File: src/rtl/hbs_pkg.sv
package hbs_pkg;
  typedef enum logic [1:0] {
    EVT_NONE       = 2'd0,
    EVT_NODE_LOST  = 2'd1,
    EVT_ALL_LOST   = 2'd2,
    EVT_RETRY_FAIL = 2'd3
  } hbs_evt_e;

  typedef enum logic [2:0] {
    ST_MON   = 3'd0,
    ST_ISO   = 3'd1,
    ST_RST   = 3'd2,
    ST_RETRY = 3'd3,
    ST_FAIL  = 3'd4
  } hbs_state_e;
endpackage

File: src/rtl/hbs_node_timer.sv
module hbs_node_timer #(
  parameter int TIMEOUT_CYC = 20
) (
  input  logic clk,
  input  logic rst_n,
  input  logic clr_i,
  input  logic hb_i,
  output logic lost_o
);
  localparam int CW = $clog2(TIMEOUT_CYC + 1);
  localparam logic [CW-1:0] LIMIT = CW'(TIMEOUT_CYC);

  logic [CW-1:0] cnt_q, cnt_n;
  logic          cnt_en;

  always_comb begin
    cnt_en = 1'b0;
    cnt_n  = cnt_q;
    if (clr_i || hb_i) begin
      cnt_en = 1'b1;
      cnt_n  = '0;
    end else if (cnt_q != LIMIT) begin
      cnt_en = 1'b1;
      cnt_n  = cnt_q + 1'b1;
    end
  end

  always_ff @(posedge clk or negedge rst_n) begin
    if (!rst_n)      cnt_q <= '0;
    else if (cnt_en) cnt_q <= cnt_n;
  end

  assign lost_o = (cnt_q == LIMIT);

  AST_CNT_BOUND: assert property (@(posedge clk) disable iff (!rst_n)
    cnt_q <= LIMIT);
endmodule

File: src/rtl/hbs_seq.sv
module hbs_seq
  import hbs_pkg::*;
#(
  parameter int NODES     = 4,
  parameter int SELF_IDX  = 0,
  parameter int RST_CYC   = 4,
  parameter int RETRY_CYC = 30
) (
  input  logic                     clk,
  input  logic                     rst_n,
  input  logic [NODES-1:0]         lost_i,
  input  logic [NODES-1:0]         hb_i,
  input  logic                     alarm_clr_i,
  output logic                     tmr_clr_o,
  output logic                     iso_o,
  output logic                     ctrl_rst_o,
  output logic                     evt_valid_o,
  output logic [1:0]               evt_code_o,
  output logic [$clog2(NODES)-1:0] evt_node_o,
  output logic                     alarm_o
);
  localparam int IDXW = $clog2(NODES);
  localparam int MAXC = (RETRY_CYC > RST_CYC) ? RETRY_CYC : RST_CYC;
  localparam int CNTW = $clog2(MAXC + 1);
  localparam logic [NODES-1:0] SELF_MASK = {{(NODES-1){1'b0}}, 1'b1} << SELF_IDX;
  localparam logic [IDXW-1:0]  SELF_ID   = IDXW'(SELF_IDX);

  hbs_state_e      st_q, st_n;
  logic [CNTW-1:0] cnt_q, cnt_n;
  logic [NODES-1:0] rep_q, rep_n;
  logic            ev_v_q, ev_v_n;
  hbs_evt_e        ev_c_q, ev_c_n;
  logic [IDXW-1:0] ev_n_q, ev_n_n;
  logic            alarm_q, alarm_n;

  logic            all_lost;
  logic [NODES-1:0] pend;
  logic            found;
  logic [IDXW-1:0] pick;

  assign all_lost = &(lost_i | SELF_MASK);
  assign pend     = lost_i & ~rep_q;

  always_comb begin
    found = 1'b0;
    pick  = '0;
    for (int i = NODES - 1; i >= 0; i--) begin
      if (pend[i]) begin
        found = 1'b1;
        pick  = IDXW'(i);
      end
    end
  end

  always_comb begin
    st_n    = st_q;
    cnt_n   = cnt_q;
    rep_n   = rep_q & lost_i;
    ev_v_n  = 1'b0;
    ev_c_n  = ev_c_q;
    ev_n_n  = ev_n_q;
    alarm_n = alarm_q;
    case (st_q)
      ST_MON: begin
        if (all_lost) begin
          st_n   = ST_ISO;
          ev_v_n = 1'b1;
          ev_c_n = EVT_ALL_LOST;
          ev_n_n = SELF_ID;
          rep_n  = '0;
        end else if (found) begin
          ev_v_n      = 1'b1;
          ev_c_n      = EVT_NODE_LOST;
          ev_n_n      = pick;
          rep_n[pick] = 1'b1;
        end
      end
      ST_ISO: begin
        st_n  = ST_RST;
        cnt_n = '0;
      end
      ST_RST: begin
        if (cnt_q == CNTW'(RST_CYC - 1)) begin
          st_n  = ST_RETRY;
          cnt_n = '0;
        end else begin
          cnt_n = cnt_q + 1'b1;
        end
      end
      ST_RETRY: begin
        if (|hb_i) begin
          st_n = ST_MON;
        end else if (cnt_q == CNTW'(RETRY_CYC - 1)) begin
          st_n    = ST_FAIL;
          ev_v_n  = 1'b1;
          ev_c_n  = EVT_RETRY_FAIL;
          ev_n_n  = SELF_ID;
          alarm_n = 1'b1;
        end else begin
          cnt_n = cnt_q + 1'b1;
        end
      end
      ST_FAIL: begin
        if (alarm_clr_i) begin
          st_n    = ST_MON;
          alarm_n = 1'b0;
        end
      end
      default: st_n = ST_MON;
    endcase
  end

  always_ff @(posedge clk or negedge rst_n) begin
    if (!rst_n) begin
      st_q    <= ST_MON;
      cnt_q   <= '0;
      rep_q   <= '0;
      ev_v_q  <= 1'b0;
      ev_c_q  <= EVT_NONE;
      ev_n_q  <= '0;
      alarm_q <= 1'b0;
    end else begin
      st_q    <= st_n;
      cnt_q   <= cnt_n;
      rep_q   <= rep_n;
      ev_v_q  <= ev_v_n;
      alarm_q <= alarm_n;
      if (ev_v_n) begin
        ev_c_q <= ev_c_n;
        ev_n_q <= ev_n_n;
      end
    end
  end

  assign tmr_clr_o   = (st_q != ST_MON);
  assign iso_o       = (st_q == ST_ISO) || (st_q == ST_RST) || (st_q == ST_FAIL);
  assign ctrl_rst_o  = (st_q == ST_RST);
  assign evt_valid_o = ev_v_q;
  assign evt_code_o  = ev_c_q;
  assign evt_node_o  = ev_n_q;
  assign alarm_o     = alarm_q;

  AST_RST_AFTER_ISO: assert property (@(posedge clk) disable iff (!rst_n)
    $rose(ctrl_rst_o) |-> $past(iso_o));
  AST_ALARM_LATCHED: assert property (@(posedge clk) disable iff (!rst_n)
    (alarm_o && !alarm_clr_i) |=> alarm_o);
  AST_ALL_LOST_PULSE: assert property (@(posedge clk) disable iff (!rst_n)
    (evt_valid_o && evt_code_o == EVT_ALL_LOST) |=> !evt_valid_o);
  AST_SELF_NOT_NAMED: assert property (@(posedge clk) disable iff (!rst_n)
    (evt_valid_o && evt_code_o == EVT_NODE_LOST) |-> (evt_node_o != SELF_ID));
  AST_FAIL_ON_SILENCE: assert property (@(posedge clk) disable iff (!rst_n)
    $rose(alarm_o) |-> ($past(hb_i) == '0));
endmodule

File: src/rtl/hb_supervisor.sv
module hb_supervisor #(
  parameter int NODES       = 4,
  parameter int SELF_IDX    = 0,
  parameter int TIMEOUT_CYC = 20,
  parameter int RST_CYC     = 4,
  parameter int RETRY_CYC   = 30
) (
  input  logic                     clk,
  input  logic                     rst_n,
  input  logic [NODES-1:0]         hb_i,
  input  logic                     alarm_clr_i,
  output logic                     iso_o,
  output logic                     ctrl_rst_o,
  output logic                     evt_valid_o,
  output logic [1:0]               evt_code_o,
  output logic [$clog2(NODES)-1:0] evt_node_o,
  output logic                     alarm_o
);
  localparam logic [NODES-1:0] WATCH_MASK = ~({{(NODES-1){1'b0}}, 1'b1} << SELF_IDX);

  logic [NODES-1:0] lost_raw;
  logic [NODES-1:0] lost_w;
  logic [NODES-1:0] hb_w;
  logic             tmr_clr;

  genvar g;
  generate
    for (g = 0; g < NODES; g++) begin : g_tmr
      hbs_node_timer #(.TIMEOUT_CYC(TIMEOUT_CYC)) i_tmr (
        .clk    (clk),
        .rst_n  (rst_n),
        .clr_i  (tmr_clr),
        .hb_i   (hb_i[g]),
        .lost_o (lost_raw[g])
      );
    end
  endgenerate

  assign lost_w = lost_raw & WATCH_MASK;
  assign hb_w   = hb_i & WATCH_MASK;

  hbs_seq #(
    .NODES     (NODES),
    .SELF_IDX  (SELF_IDX),
    .RST_CYC   (RST_CYC),
    .RETRY_CYC (RETRY_CYC)
  ) i_seq (
    .clk         (clk),
    .rst_n       (rst_n),
    .lost_i      (lost_w),
    .hb_i        (hb_w),
    .alarm_clr_i (alarm_clr_i),
    .tmr_clr_o   (tmr_clr),
    .iso_o       (iso_o),
    .ctrl_rst_o  (ctrl_rst_o),
    .evt_valid_o (evt_valid_o),
    .evt_code_o  (evt_code_o),
    .evt_node_o  (evt_node_o),
    .alarm_o     (alarm_o)
  );

  AST_PARTIAL_NO_ISO: assert property (@(posedge clk) disable iff (!rst_n)
    (evt_valid_o && evt_code_o == 2'd1) |-> !iso_o);
endmodule

File: config.mk
export PLATFORM = sky130hd
export DESIGN_NAME = hb_supervisor
export DESIGN_NICKNAME = d
export VERILOG_FILES = /design/src/rtl/hbs_pkg.sv /design/src/rtl/hbs_node_timer.sv /design/src/rtl/hbs_seq.sv /design/src/rtl/hb_supervisor.sv
export SDC_FILE = /design/constraint.sdc
export NUM_CORES = 1
export LEC_CHECK = 0
export CORE_MARGIN = 10
export CORE_UTILIZATION = 40
export CTS_BUF_LIST = sky130_fd_sc_hd__clkbuf_16
export DETAILED_ROUTE_END_ITERATION = 7
export GPL_TIMING_DRIVEN = 0
export SYNTH_ARGS = -nofsm -noshare
export SYNTH_HDL_FRONTEND = slang
export SYNTH_SLANG_ARGS = --single-unit
export TNS_END_PERCENT = 20
File: constraint.sdc
create_clock -name clk -period 2.8 [get_ports clk]
set_input_delay 0.7 -clock clk [delete_from_list [all_inputs] [get_ports clk]]
set_output_delay 0.7 -clock clk [all_outputs]
set_load 0.05 [all_outputs]
== Word level (Yosys, flattened, before mapping) ==
Index checks and enable logic that the tools add are counted.
Word-level totals
  register bits: 33
  input bits: 7
  output and inout bits: 8
  word-level logic and storage cells: 117
Operators by class
  mux-type cells: 54
  bitwise operators: 4
  add/subtract/negate cells: 4
  reduce and logical (&&, ||, !) cells: 23
  magnitude comparators: 2
  eq/ne operators: 20
Operators by type and width (number)
  $mux 5: 9
  $mux 2: 12
  $add 5x1->5 const B: 4
  $eq 5x5->1 const B: 4
  $mux 1: 18
  $mux 3: 5
  $ne 5x5->1 const B: 3
  $pmux 3 s5: 1
  $pmux 5 s3: 1
  $mux 4: 3
  $reduce_bool 2->1: 5
  $and 4x4->4: 2
  $pmux 2 s2: 2
  $reduce_and 4->1: 2
  $eq 3x2->1 const B: 2
  $ne 2x1->1 const B: 3
  $ne 2x2->1 const B: 3
  $ne 3x1->1 const B: 2
  $reduce_and 2->1: 3
  $reduce_and 3->1: 2
  $reduce_bool 3->1: 2
  $eq 5x2->1 const B: 1
  $logic_or 1x1->1: 5
  $reduce_and 5->1: 1
  other kinds (11): 12

== Depth between registers and ports, before layout ==
  depth after elaboration: 14
  mapped depth: 7

== By module ==
A second synthesis with hierarchy kept.
Second synthesis, totals
  cell total of the unflattened synthesis: 176
  area total of the unflattened synthesis: 1833.0 µm²
Modules (own cells, without submodules)
  hbs_seq: times used 1, cells an instance 100, area each 1011.0 µm², seq. area each 450.4 µm²
  hbs_node_timer: times used 3, cells an instance 25, area each 272.8 µm², seq. area each 125.1 µm²
  hb_supervisor: times used 1, cells an instance 1, area each 3.8 µm², seq. area each 0.0 µm²

== Least setup slack after synthesis ==
Ideal clock, no wire load.
  kind: register -> output
  start: reg i_seq.st_q[2]
  end: out iso_o
  setup slack: 0.341 ns
  arrival time: 1.759 ns
  data required time: 2.100 ns
  path buffers: 1
  stages on the path, launching flop included: 4
  cells stage by stage: dfrtp_1 > clkbuf_1 > xnor2_1 > o21ai_0
Between the ends
  cells in the longest elaborated chain, start to end: 3
  elaborated cells between the ends (all ways): 5
Ends and longest elaborated chain
  start, declared: line hbs_seq.sv:28  | hbs_state_e st_q, st_n;
  start signal, assigned: line hbs_seq.sv:123  | st_q <= st_n;
  $eq 3x1->1 / $eq 3x2->1 (equally long branches): line hbs_seq.sv:136  | assign iso_o = (st_q == ST_ISO) || (st_q == ST_RST) || (st_q == ST_FAIL);
  $logic_or 1x1->1: line hbs_seq.sv:136
  $logic_or 1x1->1 *: line hbs_seq.sv:136
  end, declared: line hb_supervisor.sv:12  | output logic iso_o,
Every way passes the cells marked *; elsewhere a longest branch is shown, timed or not.

== Worst setup path in the final report ==
  start: reg i_seq.st_q[2]
  end: out ctrl_rst_o
Between the ends
  cells in the longest elaborated chain, start to end: 1
Ends and longest elaborated chain
  $eq 3x2->1: line hbs_seq.sv:137  | assign ctrl_rst_o = (st_q == ST_RST);
  end, declared: line hb_supervisor.sv:13  | output logic ctrl_rst_o,
No other way between the ends.

==> run_results.csv <==
group,metric,value,unit
status,status,"completed",
pwr,leakage,0.948,nW
route,drt.antenna.violating_nets,0,
sta,slew_viol_final,0,
yosys,ys_warn_count,0,
placed_design,dpl.hpwl,2.56,mm
finish,drive_above_1_share,0.0918,
yosys,synth_top_flop_cell,"dfrtp_1",
clock_tree,clkLatencyLatePin,280,ps
yosys,synth_seq_area_share,0.471,
worst_setup_path,r2r-start,"i_seq.st_q[1]$_DFFE_PN0P_",
die,die_area,7260,um^2
worst_setup_path,crit_type,"flip-flop to primary output",
yosys,synth_cell_types,44,
route,wl_per_cell,14.4,um
yosys,synth_edf_count,0,
die,core,4060,um^2
worst_setup_path,cp-startpoint,"i_seq.st_q[2]$_DFFE_PN0P_",
route,drcViolationCount,0,
placed_design,io_buffer_count,13,
sta,fin_worst_skew,2.77,ps
grt,grt_max_degree,33,
sta,setup_viol,0,
pwr,swShare,0.204,
sta,fin_crit,2680,ps
placed_design,gp_congestion,0.792,
pwr,clkPwrFrac,0.530,
yosys,synthCells,175,
finish,diodes,0,
worst_setup_path,crit_buf_inv,3,
yosys,synthesis.area,1700,um^2
yosys,ys_top_cells_by_area,"dfrtp_1 47%, ha_1 5.9%, a21oi_1 4.1%",
worst_setup_path,critPathMaxFanout,10,
sta,tightest_slew,714,ps
route,viasPerCell,5.56,
yosys,synth_top_area_share,0.471,
pwr,power_switching,233,uW
worst_setup_path,critical-path-top-delay-family,"buffers and inverters",
route,dr_total_vias,1368,
pwr,total_power,1.14,mW
yosys,synth_most_common_cell,"dfrtp_1",
die,row_count,23,
grt,overflow,0,
worst_setup_path,max_stage_delay,540,ps
clock_tree,numCtsBuffers,5,
clock_tree,postCtsSetupRepairBufs,0,
yosys,synth-seq-cells,32,
yosys,syn_nets,190,
clock_tree,clock-sinks,32,
sta,period_share,0.957,
grt,antenna_found_initial,0,
yosys,yosys-top-cells-count,"32 x dfrtp_1, 16 x nor2_1, 14 x a21oi_1",
sta,fin_tns_setup,0,ps
clock_tree,h-tree-depth,2,
finish,finalInstanceArea,2050,um^2
grt,first_global_vias,1328,
finish,areaGrowthSynthToFinish,20.3,%
pwr,p_comb_frac,0.045,
placed_design,placed_cell_area,1890,um^2
pwr,power_frac_seq,0.425,
pwr,p_per_area,559,nW/um^2
sta,layout_setup_ws,120,ps
clock_tree,cts_tree,"built",
sta,slew_headroom,0.520,
yosys,synth_top_cell_by_area,"dfrtp_1",
die,die_w,85.2,um
worst_setup_path,slowest_stage,"dlygate4sd2_1",
route,dr.pass1.iters,4,
grt,grt_util_all_layers,0.103,
sta,grt_setup_unrepaired,"false",
die,initial_core_util,0.419,
die,ios,15,
worst_setup_path,worstPathArrival,1980,ps
worst_setup_path,cp_cell_sequence,"clkbuf_1, or3b_2, inv_1, dlygate4sd2_1",
worst_setup_path,cp-start-kind,"flip-flop",
finish,fin_nets,210,
yosys,ys_async_sr_fraction,1.00,
grt,grt_pass1_wl,6.15,mm
route,drt-total-wl,3.55,mm
finish,n_fill_cell,384,
clock_tree,cts_root_buffer,"clkbuf_16",
worst_setup_path,required,2100,ps
clock_tree,clockBufferDepth,2,
clock_tree,clkTransAtPathRegs,50,ps
route,dr.first_iter.drc_count,53,
sta,timing.fmax,373,MHz
pwr,internal-power,910,uW
min_path,hold_path_class,"primary input to asynchronous set/reset pin",
pwr,ir_drop,0.238,mV
sta,report.final.hold_viol_count,0,
placed_design,place_ws,88.2,ps
worst_setup_path,setup.worst_path.end_class,"primary output",
die,die_h,85.2,um
flow_run,maxCapViolCount,0,
yosys,synth_area_per_cell,9.72,um^2
==> layer usage <==
layer	vias up	wire (um)	GRT usage	share of wire
met3	3	250	0.0478	0.071
met2	33	1670	0.159	0.47
met4	0	41	0.0404	0.012
met1	661	1580	0.121	0.45
met5	-	0	0	0
li1	671	-	-	-
==> worst paths after layout <==
kind	to	slack (ps)	cells after the start
max in group asynchronous	g_tmr[3].i_tmr.cnt_q[1]$_DFFE_PN0P_	1870	1
min	g_tmr[2].i_tmr.cnt_q[2]$_DFFE_PN0P_	480	1
max reg2reg	i_seq.evt_code_o[1]$_DFFE_PN0P_	700	5
min reg2reg	i_seq.evt_node_o[0]$_DFFE_PN0P_	490	1
min in group clk	i_seq.evt_node_o[0]$_DFFE_PN0P_	490	1
max	ctrl_rst_o	120	4
==> cell families after synthesis <==
| group | share of synthesized area |
|---|---|
| compound gates | 0.152 |
| simple gates | 0.210 |
| flops | 0.471 |
| xor+xnor | 0.0464 |
| mux | 0.0132 |
| buf+inv | 0.0486 |
| fa+ha+maj | 0.0589 |
==> what timing repair did <==
item	4_1_cts	5_1_grt
resized for setup	2	3
hold buffers	0	0
endpoints found under the setup margin	2	1
endpoints found under the hold margin	0	0
pin swaps	0	0
gates cloned	0	0
==> power groups by stage <==
stage | clock [mW] | sequential (mW) | combinational [mW]
after CTS | 0.619 | 0.486 | 0.0535
final | 0.605 | 0.486 | 0.0518
after global placement | 0 | 0.492 | 0.0518
after floorplan | 0 | 0.491 | 0.0303
after global routing | 0.639 | 0.488 | 0.0606
after detailed placement | 0 | 0.493 | 0.0534
==> worst reg2reg max path, cell delays in order, from the launching register on <==
cell and delay, ps:
dfrtp_1 390, buf_2 180, nor3_1 620, nand4_1 260, o211ai_2 190, mux2_1 350
==> state kept, by name (all words and copies together), names as in the netlist <==
register	count
i_seq.evt_valid_o	1
i_seq.st_q	3
i_seq.evt_code_o	2
i_seq.rep_q	3
i_seq.alarm_o	1
g_tmr.i_tmr.cnt_q	15
i_seq.evt_node_o	2
i_seq.cnt_q	5
==> final cells by class <==
cell class	instances	area, um^2	area share
Multi-Input combinational cell	124	817	0.399
Sequential cell	32	801	0.391
Clock buffer	5	125	0.0612
Timing Repair Buffer	13	119	0.0581
Tap cell	50	62.6	0.0306
Inverter	13	48.8	0.0239
Clock inverter	3	38.8	0.0190
Buffer	6	33.8	0.0165
==> stage by stage <==
step                      hold WS, ps  instances   util
final                             478        246  0.504
after CTS                         504        246  0.505
after detailed placement          490        238  0.465
after global placement            475        238  0.467
after floorplan                   404        175      -
after global routing              528        246  0.504
==> cells in the final DEF, fill, tap and decap left out, drive strengths merged, types with 2 or more instances in the layout <==
master	Yosys	routed
a211oi	3	3
a21oi	14	14
and4b	3	3
buf	4	5
clkbuf	2	8
clkdlybuf4s50	0	10
dfrtp	32	32
ha	8	8
inv	13	14
mux2	2	2
nand2	9	9
nand2b	2	2
nand3	8	8
nand4	2	2
nand4b	3	3
nor2	16	16
nor3	8	8
o211ai	3	3
o21ai	9	9
o22ai	2	2
o31ai	2	2
or3	2	2
or4	2	2
xnor2	5	5
xor2	4	4
Power figures use the tool's default switching activity.
